--- config.mk ---
export PLATFORM = sky130hd
export DESIGN_NAME = mmbe_bit_engine
export DESIGN_NICKNAME = d
export VERILOG_FILES = /design/src/rtl/mmbe_pkg.sv /design/src/rtl/mmbe_line_sync.sv /design/src/rtl/mmbe_phase_timer.sv /design/src/rtl/mmbe_bit_engine.sv
export SDC_FILE = /design/constraint.sdc
export NUM_CORES = 1
export LEC_CHECK = 0
export BUFFER_PORTS_ARGS = -buffer_cell sky130_fd_sc_hd__clkbuf_2
export CELL_PAD_IN_SITES_DETAIL_PLACEMENT = 1
export CELL_PAD_IN_SITES_GLOBAL_PLACEMENT = 2
export CORE_ASPECT_RATIO = 0.7
export CORE_MARGIN = 3
export CORE_UTILIZATION = 30
export CTS_BUF_LIST = sky130_fd_sc_hd__clkbuf_4
export DETAILED_ROUTE_END_ITERATION = 10
export PLACE_DENSITY = 0.82
export SLEW_MARGIN = 20
export SYNTH_ARGS = -nofsm -noshare
export SYNTH_HDL_FRONTEND = slang
export SYNTH_SLANG_ARGS = --single-unit
--- constraint.sdc ---
create_clock -name clk -period 2.3 [get_ports clk]
set_clock_uncertainty 0.2 [all_clocks]
set_input_delay 0.46 -clock clk [delete_from_list [all_inputs] [get_ports clk]]
set_output_delay 0.46 -clock clk [all_outputs]
set_load 0.1 [all_outputs]
--- src/rtl/mmbe_pkg.sv ---
package mmbe_pkg;

  typedef enum logic [1:0] {
    OP_FREE  = 2'b00,
    OP_SEND  = 2'b01,
    OP_RECV  = 2'b10,
    OP_FREE2 = 2'b11
  } op_e;

  typedef enum logic [2:0] {
    ST_IDLE = 3'd0,
    ST_LOW  = 3'd1,
    ST_RISE = 3'd2,
    ST_HIGH = 3'd3
  } slot_e;

endpackage

--- src/rtl/mmbe_line_sync.sv ---
module mmbe_line_sync #(
  parameter int W      = 2,
  parameter int STAGES = 2
) (
  input  logic         clk,
  input  logic         rst_n,
  input  logic [W-1:0] d_i,
  output logic [W-1:0] q_o
);
  // idle bus reads high, so every stage resets to one
  logic [W-1:0] stage_q [STAGES];

  for (genvar s = 0; s < STAGES; s++) begin : g_stage
    if (s == 0) begin : g_first
      always_ff @(posedge clk or negedge rst_n) begin
        if (!rst_n) stage_q[s] <= '1;
        else        stage_q[s] <= d_i;
      end
    end else begin : g_next
      always_ff @(posedge clk or negedge rst_n) begin
        if (!rst_n) stage_q[s] <= '1;
        else        stage_q[s] <= stage_q[s-1];
      end
    end
  end

  assign q_o = stage_q[STAGES-1];
endmodule

--- src/rtl/mmbe_phase_timer.sv ---
module mmbe_phase_timer #(
  parameter int CW = 8
) (
  input  logic          clk,
  input  logic          rst_n,
  input  logic          clear,
  input  logic          run,
  input  logic [CW-1:0] limit,
  output logic          at_mid,
  output logic          at_end
);
  localparam logic [CW-1:0] MIN_LIM = CW'(2);

  logic [CW-1:0] cnt_q;
  logic [CW-1:0] lim_eff;

  assign lim_eff = (limit < MIN_LIM) ? MIN_LIM : limit;
  assign at_end  = run && (cnt_q >= lim_eff - CW'(1));
  assign at_mid  = run && (cnt_q == (lim_eff >> 1));

  always_ff @(posedge clk or negedge rst_n) begin
    if (!rst_n)                                cnt_q <= '0;
    else if (clear)                            cnt_q <= '0;
    else if (run && cnt_q != {CW{1'b1}})       cnt_q <= cnt_q + CW'(1);
  end
endmodule

--- src/rtl/mmbe_bit_engine.sv ---
module mmbe_bit_engine #(
  parameter int CNT_W       = 8,
  parameter int SYNC_STAGES = 2
) (
  input  logic             clk,
  input  logic             rst_n,
  input  logic [CNT_W-1:0] half_period,
  input  logic             cmd_valid,
  output logic             cmd_ready,
  input  logic [1:0]       cmd_op,
  input  logic             cmd_bit,
  output logic             rsp_valid,
  output logic             rsp_bit,
  output logic             rsp_lost,
  output logic             busy,
  input  logic             scl_i,
  input  logic             sda_i,
  output logic             scl_oe,
  output logic             sda_oe
);
  import mmbe_pkg::*;

  slot_e st_q;
  logic  scl_drv_q, sda_drv_q;
  logic  bit_q, is_send_q, own_q, lost_q, sampled_q, sda_set_q;
  logic  rsp_valid_q, rsp_bit_q, rsp_lost_q;
  logic  scl_s, sda_s;
  logic  t_clear, t_run, t_mid, t_end;
  logic  accept, is_bit_op;
  logic  lose_now;

  mmbe_line_sync #(.W(2), .STAGES(SYNC_STAGES)) u_sync (
    .clk   (clk),
    .rst_n (rst_n),
    .d_i   ({scl_i, sda_i}),
    .q_o   ({scl_s, sda_s})
  );

  mmbe_phase_timer #(.CW(CNT_W)) u_timer (
    .clk    (clk),
    .rst_n  (rst_n),
    .clear  (t_clear),
    .run    (t_run),
    .limit  (half_period),
    .at_mid (t_mid),
    .at_end (t_end)
  );

  assign cmd_ready = (st_q == ST_IDLE) && (own_q || (scl_s && sda_s));
  assign accept    = cmd_valid && cmd_ready;
  assign is_bit_op = (cmd_op == OP_SEND) || (cmd_op == OP_RECV);
  assign lose_now  = is_send_q && bit_q && !sda_s && !lost_q;

  // timer runs only while the observed line is in the phase being timed
  always_comb begin
    t_clear = 1'b0;
    t_run   = 1'b0;
    unique case (st_q)
      ST_IDLE: t_clear = 1'b1;
      ST_LOW:  t_run   = !scl_s;
      ST_RISE: t_clear = 1'b1;
      ST_HIGH: t_run   = scl_s;
      default: t_clear = 1'b1;
    endcase
  end

  always_ff @(posedge clk or negedge rst_n) begin
    if (!rst_n) begin
      st_q        <= ST_IDLE;
      scl_drv_q   <= 1'b0;
      sda_drv_q   <= 1'b0;
      bit_q       <= 1'b0;
      is_send_q   <= 1'b0;
      own_q       <= 1'b0;
      lost_q      <= 1'b0;
      sampled_q   <= 1'b0;
      sda_set_q   <= 1'b0;
      rsp_valid_q <= 1'b0;
      rsp_bit_q   <= 1'b0;
      rsp_lost_q  <= 1'b0;
    end else begin
      rsp_valid_q <= 1'b0;
      unique case (st_q)
        ST_IDLE: begin
          if (accept) begin
            if (is_bit_op) begin
              st_q      <= ST_LOW;
              scl_drv_q <= 1'b1;
              bit_q     <= cmd_bit;
              is_send_q <= (cmd_op == OP_SEND);
              lost_q    <= 1'b0;
              sampled_q <= 1'b0;
              sda_set_q <= 1'b0;
            end else begin
              scl_drv_q   <= 1'b0;
              sda_drv_q   <= 1'b0;
              own_q       <= 1'b0;
              rsp_valid_q <= 1'b1;
              rsp_bit_q   <= sda_s;
              rsp_lost_q  <= 1'b0;
            end
          end
        end
        ST_LOW: begin
          if (!scl_s && !sda_set_q) begin
            sda_drv_q <= is_send_q && !bit_q;
            sda_set_q <= 1'b1;
          end
          if (t_end && sda_set_q) begin
            st_q      <= ST_RISE;
            scl_drv_q <= 1'b0;
          end
        end
        ST_RISE: begin
          if (scl_s) st_q <= ST_HIGH;
        end
        ST_HIGH: begin
          if (lose_now) begin
            lost_q    <= 1'b1;
            scl_drv_q <= 1'b0;
            sda_drv_q <= 1'b0;
          end
          if (t_mid && !sampled_q) begin
            rsp_bit_q <= sda_s;
            sampled_q <= 1'b1;
          end
          if (!scl_s || t_end) begin
            st_q        <= ST_IDLE;
            rsp_valid_q <= 1'b1;
            rsp_lost_q  <= lost_q || lose_now;
            if (!sampled_q) rsp_bit_q <= sda_s;
            if (lost_q || lose_now) begin
              own_q     <= 1'b0;
              scl_drv_q <= 1'b0;
              sda_drv_q <= 1'b0;
            end else begin
              own_q     <= 1'b1;
              scl_drv_q <= 1'b1;
            end
          end
        end
        default: st_q <= ST_IDLE;
      endcase
    end
  end

  assign busy      = (st_q != ST_IDLE);
  assign rsp_valid = rsp_valid_q;
  assign rsp_bit   = rsp_bit_q;
  assign rsp_lost  = rsp_lost_q;
  assign scl_oe    = scl_drv_q;
  assign sda_oe    = sda_drv_q;
endmodule

==> results of run 1 <==
-- flip-flops by register name, indices dropped and copies added (netlist names), 2 cells and up, named ones only --
| name | flops |
|---|---|
| st_q | 2 |
| u_sync.q_o | 2 |
| u_sync.stage_q | 2 |
| u_timer.cnt_q | 8 |
-- power groups by stage --
stage	Clock [mW]	Combinational [mW]	Sequential [mW]
2_1_floorplan	0	0.838	0.831
3_3_place_gp	0	1.51	0.622
3_5_place_dp	0	1.54	0.624
4_1_cts	0.218	1.60	0.618
5_1_grt	0.228	1.87	0.637
6_report	0.208	1.73	0.620
-- path summary, 6_finish.rpt --
| check | to | slack [ns] | cells after the start |
|---|---|---|---|
| max in group asynchronous | sda_oe | 1.02 | 2 |
| worst min register to register | u_sync.q_o[0] | 0.17 | 0 |
| min in group asynchronous | is_send_q | 0.46 | 2 |
| worst max-delay path | own_q | -0.68 | 14 |
| worst min-delay path | bit_q | 0.15 | 2 |
| worst max register to register | register | -0.02 | 9 |
-- area by class of cell --
cell class,instances,area [um2]
clock inverters,1,5.005
inverters,11,45.04
flip-flops and latches,25,630.6
repair buffers,62,459.2
well taps,72,90.09
clock buffers,3,22.52
fillers,622,2964
multi-input cells,149,1261
-- metrics by stage --
step	hold WS, ns	std cells	instance area, um2	power (mW)	util (%)
floorplan	-0.03559	188	1821	1.669	-
global placement	0.1459	312	2273	2.134	41.50
detailed placement	0.1475	312	2273	2.164	41.50
CTS	0.1426	321	2404	2.440	43.88
global route	0.1593	323	2514	2.735	45.89
finish	0.1493	323	2514	2.560	45.89
-- layer usage --
layer  GRT usage, %  share of wire, %
met3          2.894               4.8
met1          22.85                49
met2          23.00                45
met5              0                 0
met4          2.304              0.46
-- placed cells by master, fill, tap and decap left out, types with 4 or more instances in the layout --
cell	n
a21oi_1	14
and3_1	4
buf_4	36
clkbuf_2	18
dfrtp_1	21
dfstp_2	4
ha_1	14
inv_1	7
mux2i_1	5
nand2_1	12
nor2_1	20
o21ai_0	5
xnor2_1	6
xor2_1	10
-- cells by family after synthesis --
logic type / Yosys count / share of synthesized area, %
DFF: 25 / 35.42
AOI/OAI and AO/OA: 42 / 17.36
muxes: 10 / 6.184
buffers and inverters: 14 / 2.951
and+or+nand+nor: 65 / 19.18
adders and majority gates: 15 / 10.54
xor gates and xnor gates: 17 / 8.362
-- repair_timing --
action / in CTS / in global routing
endpoints found under the setup margin: 9 / 10
setup buffers: 2 / 2
hold endpoints to repair: 23 / 0
resized for setup: 14 / 22
pin swaps: 8 / 9
hold buffers: 3 / 0
==> out/metrics.json, run 1 <==
{
  "routing": {
    "route.vias.total": 1622,
    "routed_via_density": 5.022,
    "drt-pass1-iter-count": 5,
    "routed_wl_um": 5211,
    "remaining_drc_errors": 0,
    "wl_per_cell_um": 16.13,
    "drtIter0Drc": 117,
    "final_ant_viol_nets": 0
  },
  "global_route": {
    "overflow": 0,
    "largest_net_degree_at_the_start_of_global_routing": 26,
    "first_global_vias": 1719,
    "grtUsageTotal_pct": 15.24,
    "global_route_wire_length_before_repair_um": 8507,
    "antenna_found_initial": 0
  },
  "placed_design": {
    "port-buffer-count": 22,
    "dp_worst_setup_slack_ns": -1.107,
    "place_congestion": 0.7976,
    "place_hpwl_um": 4024
  },
  "yosys": {
    "synth.distinct_cells": 40,
    "synthFlopType": "dfrtp_1",
    "synth_largest_type_area_fraction_pct": 29.52,
    "synth_area_um2": 1780,
    "synth_sequential_area_ratio_pct": 35.42,
    "synth_edf_count": 0,
    "synth.yosys.warnings": 0,
    "ys_seq_elements": 25,
    "synthCells": 188,
    "yosysTopAreaCell": "dfrtp_1",
    "avgSynthCellArea_um2": 9.471,
    "synth_net_count": 219,
    "async_flop_share_pct": 100.0,
    "post_synth_main_area_contributors": "dfrtp_1 30%, ha_1 11%, dfstp_2 5.9%",
    "yosysMostFrequentCell": "nor2_1",
    "synth_top_cells_by_count": "23 x nor2_1, 21 x dfrtp_1, 16 x a21oi_1"
  },
  "power": {
    "p_per_area_nw_per_um2": 1018,
    "p_int_mw": 1.291,
    "irDropWorstVdd_mv": 0.9393,
    "power_frac_clock_pct": 8.1,
    "combinationalPowerShare_pct": 67.6,
    "power_switching_share_pct": 49.55,
    "netSwitchingPower_mw": 1.268,
    "seq_power_share_pct": 24.2,
    "total_leakage_power_nw": 1.176
  },
  "die": {
    "die_y_extent_um": 70.46,
    "fp-row-count": 22,
    "core-area_um2": 5478,
    "io_pins": 23,
    "die-area_um2": 6910,
    "die_w_um": 98.08,
    "initial_core_util_pct": 32.50
  },
  "worst_setup_path": {
    "crit_type": "primary input to register",
    "setup.worst_path.start_class": "primary input",
    "worstSetupEndpointType": "register",
    "critical_path_buf_inv_count": 2,
    "most_common_cell_on_crit_path": "nor2_2",
    "timing.critical_path.fanout_max": 4,
    "worst_path_max_delay_cell": "o41ai_4",
    "cells_along_the_critical_path": "buf_8 > nor3_4 > nor4b_4 > or3_4 > o21ai_2 > nor2b_2 > ha_1 > o21a_1 > nor2_2 > o41ai_4 > buf_4 > nor2_4 > nor2_2 > mux2_4",
    "critical_path.top_delay_family": "simple AND/OR/NAND/NOR gates",
    "r2r-start": "st_q[1]",
    "data_arrival_time_at_the_worst_slack_endpoint_ns": 3.02,
    "cp_slowest_stage_delay_ns": 0.42,
    "cp.required_ns": 2.34,
    "startpoint": "half_period[4]"
  },
  "sta": {
    "final-hold-violation-count": 0,
    "fin_setup_tns_ns": -4.711,
    "report.final.slew_viol_count": 0,
    "final.min_clock_period_ns": 2.983,
    "tightest_slew_ns": 0.6470,
    "relSlewSlack_pct": 56.87,
    "layout_worst_path_cycle_share_pct": 129.7,
    "grt_setup_unrepaired": "yes",
    "final_critical_path_setup_slack_ns": -0.6825,
    "max_freq_mhz": 335.3,
    "final-setup-viol-count": 8
  },
  "cts": {
    "clkSlewWorstSetupHoldPaths_ns": 0.15,
    "clk_path_buf_depth": 2,
    "numCtsBuffers": 3,
    "clock_latency_ns": 0.33,
    "cts-htree-levels": 1,
    "cts_root_buffer": "clkbuf_4",
    "cts.sink_count": 25,
    "tritoncts": "yes"
  },
  "finish": {
    "syn_to_final_growth_pct": 41.18,
    "final_net_count": 283,
    "n_antenna_cell": 0,
    "drive_gt1_share_pct": 43.03
  },
  "status": {
    "run_status": "finished, violations left",
    "failed_checks": "negative setup slack"
  },
  "worst_hold_path": {
    "min-delay-path-class": "primary input to register",
    "launch_instance_of_the_worst_min_delay_path": "cmd_bit"
  },
  "run": {
    "max_cap_viol_count": 0
  }
}
No activity file was read; power rests on OpenSTA's default activity.
==> inputs of run 2 (changes only) <==
- CELL_PAD_IN_SITES_DETAIL_PLACEMENT: 1 -> 0
- CELL_PAD_IN_SITES_GLOBAL_PLACEMENT: 2 -> 1
- PLACE_DENSITY: 0.82 -> 0.71
==> run 2 against run 1 <==
Compared with the run above: the flow still finishes with violations (negative setup slack); hold slack improved by 0.016 ns; final cell count rose by 1.2%; fmax up 2.1%; non-clock buffer count rose by 4; worst setup slack better by 0.061 ns; die area unchanged; via count decreased by 0.99%; global-route usage fell by 1.9 points; critical path depth unchanged; critical path type unchanged; critical endpoint unchanged; highest routed layer unchanged.
==> out/metrics.json, run 2 (same netlist as run 1, synthesis figures left out) <==
{
  "sta": {
    "final_critical_path_setup_slack": {"value": -0.6216, "unit": "ns", "change": "was -0.6825 ns"},
    "report.final.slew_viol_count": {"value": 0, "change": "unchanged"},
    "final-hold-violation-count": {"value": 0, "change": "unchanged"},
    "final-setup-viol-count": {"value": 8, "change": "unchanged"},
    "holdWs": {"value": 0.1654, "unit": "ns", "change": "was 0.1493 ns"},
    "max_freq": {"value": 342.3, "unit": "MHz", "change": "was 335.3 MHz"},
    "final.min_clock_period": {"value": 2.922, "unit": "ns", "change": "was 2.983 ns"},
    "tightest_slew": {"value": 0.6394, "unit": "ns", "change": "was 0.6470 ns"},
    "layout_worst_path_cycle_share": {"value": 127.0, "unit": "%", "change": "was 129.7%"},
    "relSlewSlack": {"value": 57.37, "unit": "%", "change": "was 56.87%"},
    "grt_setup_unrepaired": {"value": "yes", "change": "unchanged"}
  },
  "worst_setup_path": {
    "crit_type": {"value": "primary input to register", "change": "unchanged"},
    "cells_along_the_critical_path": {"value": "buf_8 > nor3_4 > nor4b_4 > nor3_2 > buf_4 > xnor2_2 > ha_1 > o21a_1 > nor2_1 > o41ai_4 > buf_4 > nor2_4 > nor2_2 > mux2_4", "change": "was buf_8 > nor3_4 > nor4b_4 > or3_4 > o21ai_2 > nor2b_2 > ha_1 > o21a_1 > nor2_2 > o41ai_4 > buf_4 > nor2_4 > nor2_2 > mux2_4"},
    "data_arrival_time_at_the_worst_slack_endpoint": {"value": 2.93, "unit": "ns", "change": "was 3.02 ns"},
    "worstSetupEndpointType": {"value": "register", "change": "unchanged"},
    "setup.worst_path.start_class": {"value": "primary input", "change": "unchanged"},
    "cp_slowest_stage_delay": {"value": 0.37, "unit": "ns", "change": "was 0.42 ns"},
    "cp.required": {"value": 2.31, "unit": "ns", "change": "was 2.34 ns"},
    "timing.critical_path.fanout_max": {"value": 4, "change": "unchanged"},
    "worst_path_max_delay_cell": {"value": "o41ai_4", "change": "unchanged"},
    "most_common_cell_on_crit_path": {"value": "buf_4", "change": "was nor2_2"}
  },
  "routing": {
    "routed_via_density": {"value": 4.911, "change": "was 5.022"},
    "routed_wl": {"value": 4482, "unit": "um", "change": "was 5211 um"},
    "final_ant_viol_nets": {"value": 0, "change": "unchanged"},
    "drt-pass1-iter-count": {"value": 4, "change": "was 5"},
    "remaining_drc_errors": {"value": 0, "change": "unchanged"},
    "drtIter0Drc": {"value": 72, "change": "was 117"},
    "route.vias.total": {"value": 1606, "change": "was 1622"},
    "wl_per_cell": {"value": 13.71, "unit": "um", "change": "was 16.13 um"}
  },
  "cts": {
    "cts-htree-levels": {"value": 1, "change": "unchanged"},
    "numCtsBuffers": {"value": 3, "change": "unchanged"},
    "cts.sink_count": {"value": 25, "change": "unchanged"},
    "clkSlewWorstSetupHoldPaths": {"value": 0.13, "unit": "ns", "change": "was 0.15 ns"},
    "cts_root_buffer": {"value": "clkbuf_4", "change": "unchanged"},
    "clk_path_buf_depth": {"value": 2, "change": "unchanged"},
    "clock_latency": {"value": 0.32, "unit": "ns", "change": "was 0.33 ns"},
    "tritoncts": {"value": "yes", "change": "unchanged"}
  },
  "finish": {
    "layout.cells.non_filler": {"value": 327, "change": "was 323"},
    "area.sequential": {"value": 630.6, "unit": "um2", "change": "unchanged"},
    "top_register": {"value": "u_timer.cnt_q", "change": "unchanged"},
    "finalCoreUtilization": {"value": 46.05, "unit": "%", "change": "was 45.89%"},
    "n_antenna_cell": {"value": 0, "change": "unchanged"},
    "mostFrequentLayoutCells": {"value": "38 x buf_4, 21 x nor2_1, 21 x dfrtp_1, 17 x clkbuf_2, 14 x ha_1", "change": "was 36 x buf_4, 21 x dfrtp_1, 20 x nor2_1, 18 x clkbuf_2"},
    "syn_to_final_growth": {"value": 41.67, "unit": "%", "change": "was 41.18%"},
    "final_net_count": {"value": 287, "change": "was 283"},
    "flip_flop_count_of_the_largest_register_all_copies_and_words_added": {"value": 8, "change": "unchanged"},
    "final.fill_count": {"value": 518, "change": "was 622"},
    "drive_gt1_share": {"value": 42.75, "unit": "%", "change": "was 43.03%"},
    "multi_input_area": {"value": 1221, "unit": "um2", "change": "was 1261 um2"},
    "most_common_cell_after_layout_fill_and_taps_aside": {"value": "buf_4", "change": "unchanged"}
  },
  "status": {
    "failed_checks": {"value": "negative setup slack", "change": "unchanged"},
    "run_status": {"value": "finished, violations left", "change": "unchanged"}
  },
  "placed_design": {
    "port-buffer-count": {"value": 22, "change": "unchanged"},
    "place_congestion": {"value": 0.8826, "change": "was 0.7976"},
    "dp_worst_setup_slack": {"value": -1.042, "unit": "ns", "change": "was -1.107 ns"},
    "place_hpwl": {"value": 3328, "unit": "um", "change": "was 4024 um"},
    "placedCellCount": {"value": 312, "change": "unchanged"}
  },
  "die": {
    "die-area": {"value": 6910, "unit": "um2", "change": "unchanged"},
    "core-area": {"value": 5478, "unit": "um2", "change": "unchanged"},
    "io_pins": {"value": 23, "change": "unchanged"},
    "die_y_extent": {"value": 70.46, "unit": "um", "change": "unchanged"},
    "fp-row-count": {"value": 22, "change": "unchanged"},
    "initial_core_util": {"value": 32.50, "unit": "%", "change": "unchanged"},
    "die_w": {"value": 98.08, "unit": "um", "change": "unchanged"}
  },
  "power": {
    "total_leakage_power": {"value": 1.192, "unit": "nW", "change": "was 1.176 nW"},
    "irDropWorstVdd": {"value": 0.4379, "unit": "mV", "change": "was 0.9393 mV"},
    "p_per_area": {"value": 1007, "unit": "nW/um2", "change": "was 1018 nW/um2"}
  },
  "global_route": {
    "global_route.usage.met3": {"value": 2.595, "unit": "%", "change": "was 2.894%"},
    "grtUsageTotal": {"value": 13.32, "unit": "%", "change": "was 15.24%"},
    "first_global_vias": {"value": 1496, "change": "was 1719"},
    "largest_net_degree_at_the_start_of_global_routing": {"value": 26, "change": "unchanged"},
    "overflow": {"value": 0, "change": "unchanged"},
    "grtUsageMet2": {"value": 18.70, "unit": "%", "change": "was 23.00%"},
    "grt_util_met1": {"value": 21.11, "unit": "%", "change": "was 22.85%"},
    "grt_most_used_layer": {"value": "met1", "change": "was met2"},
    "global_route_wire_length_before_repair": {"value": 7514, "unit": "um", "change": "was 8507 um"},
    "antenna_found_initial": {"value": 0, "change": "unchanged"}
  },
  "worst_hold_path": {
    "min-delay-path-class": {"value": "register to register", "change": "was primary input to register"}
  },
  "run": {
    "max_cap_viol_count": {"value": 0, "change": "unchanged"}
  }
}
run 2: stage by stage:
step,TNS [ns],area [um2],power (mW)
after global routing,-5.684,2522,2.728
after CTS,-4.634,2429,2.460
after detailed placement,-7.668,2273,2.139
after floorplan,-4.501,1821,1.669
final,-4.681,2522,2.541
after global placement,-7.277,2273,2.133
run 2: power by group:
group / internal [mW] / switching, mW
combinational: 0.704 / 1.01
clock: 0.0796 / 0.131
sequential: 0.539 / 0.0769
total: 1.32 / 1.22
run 2: worst paths after layout:
| kind | startpoint | endpoint | slack, ns | cells after the start |
|---|---|---|---|---|
| max in group asynchronous | rst_n | u_timer.cnt_q[3] | 1.00 | 2 |
| worst min-delay path | u_sync.stage_q[3] | u_sync.q_o[1] | 0.17 | 0 |
| min in group asynchronous | rst_n | bit_q | 0.47 | 2 |
| worst min register to register | u_sync.stage_q[3] | u_sync.q_o[1] | 0.17 | 0 |
| worst max register to register | st_q[1] | register | -0.01 | 9 |
| worst max-delay path | half_period[4] | own_q | -0.62 | 14 |
run 2: repair_timing:
| action | CTS | global route |
|---|---|---|
| gates cloned | 0 | 0 |
| endpoints found under the hold margin | 23 | 0 |
| setup endpoints to repair | 8 | 9 |
| resized for setup | 16 | 17 |
| buffers inserted | 4 | 4 |
| pin swaps | 15 | 11 |
| hold buffers | 3 | 0 |
run 2: worst max-delay path, delay by kind of cell:
| kind | cells | cell delay, ns |
|---|---|---|
| AND/OR/NAND/NOR | 6 | 0.81 |
| AO/OA/AOI/OAI | 2 | 0.49 |
| buffers and inverters | 3 | 0.46 |
| multiplexers | 1 | 0.31 |
| adder cells (fa/ha/maj) | 1 | 0.28 |
| XOR/XNOR | 1 | 0.13 |
run 2: cell type report:
type | count | area share (%)
flip-flops and latches | 25 | 25.00
clock buffers | 4 | 1.190
well taps | 72 | 3.571
inverters | 11 | 1.786
repair buffers | 66 | 20.04
multi-input cells | 149 | 48.41
run 2: per-layer routing:
layer | part of all wire, % | wire length [um]
met5 | 0 | 0
met1 | 53 | 2358
met4 | 0.42 | 19
met2 | 43 | 1914
met3 | 4.2 | 190
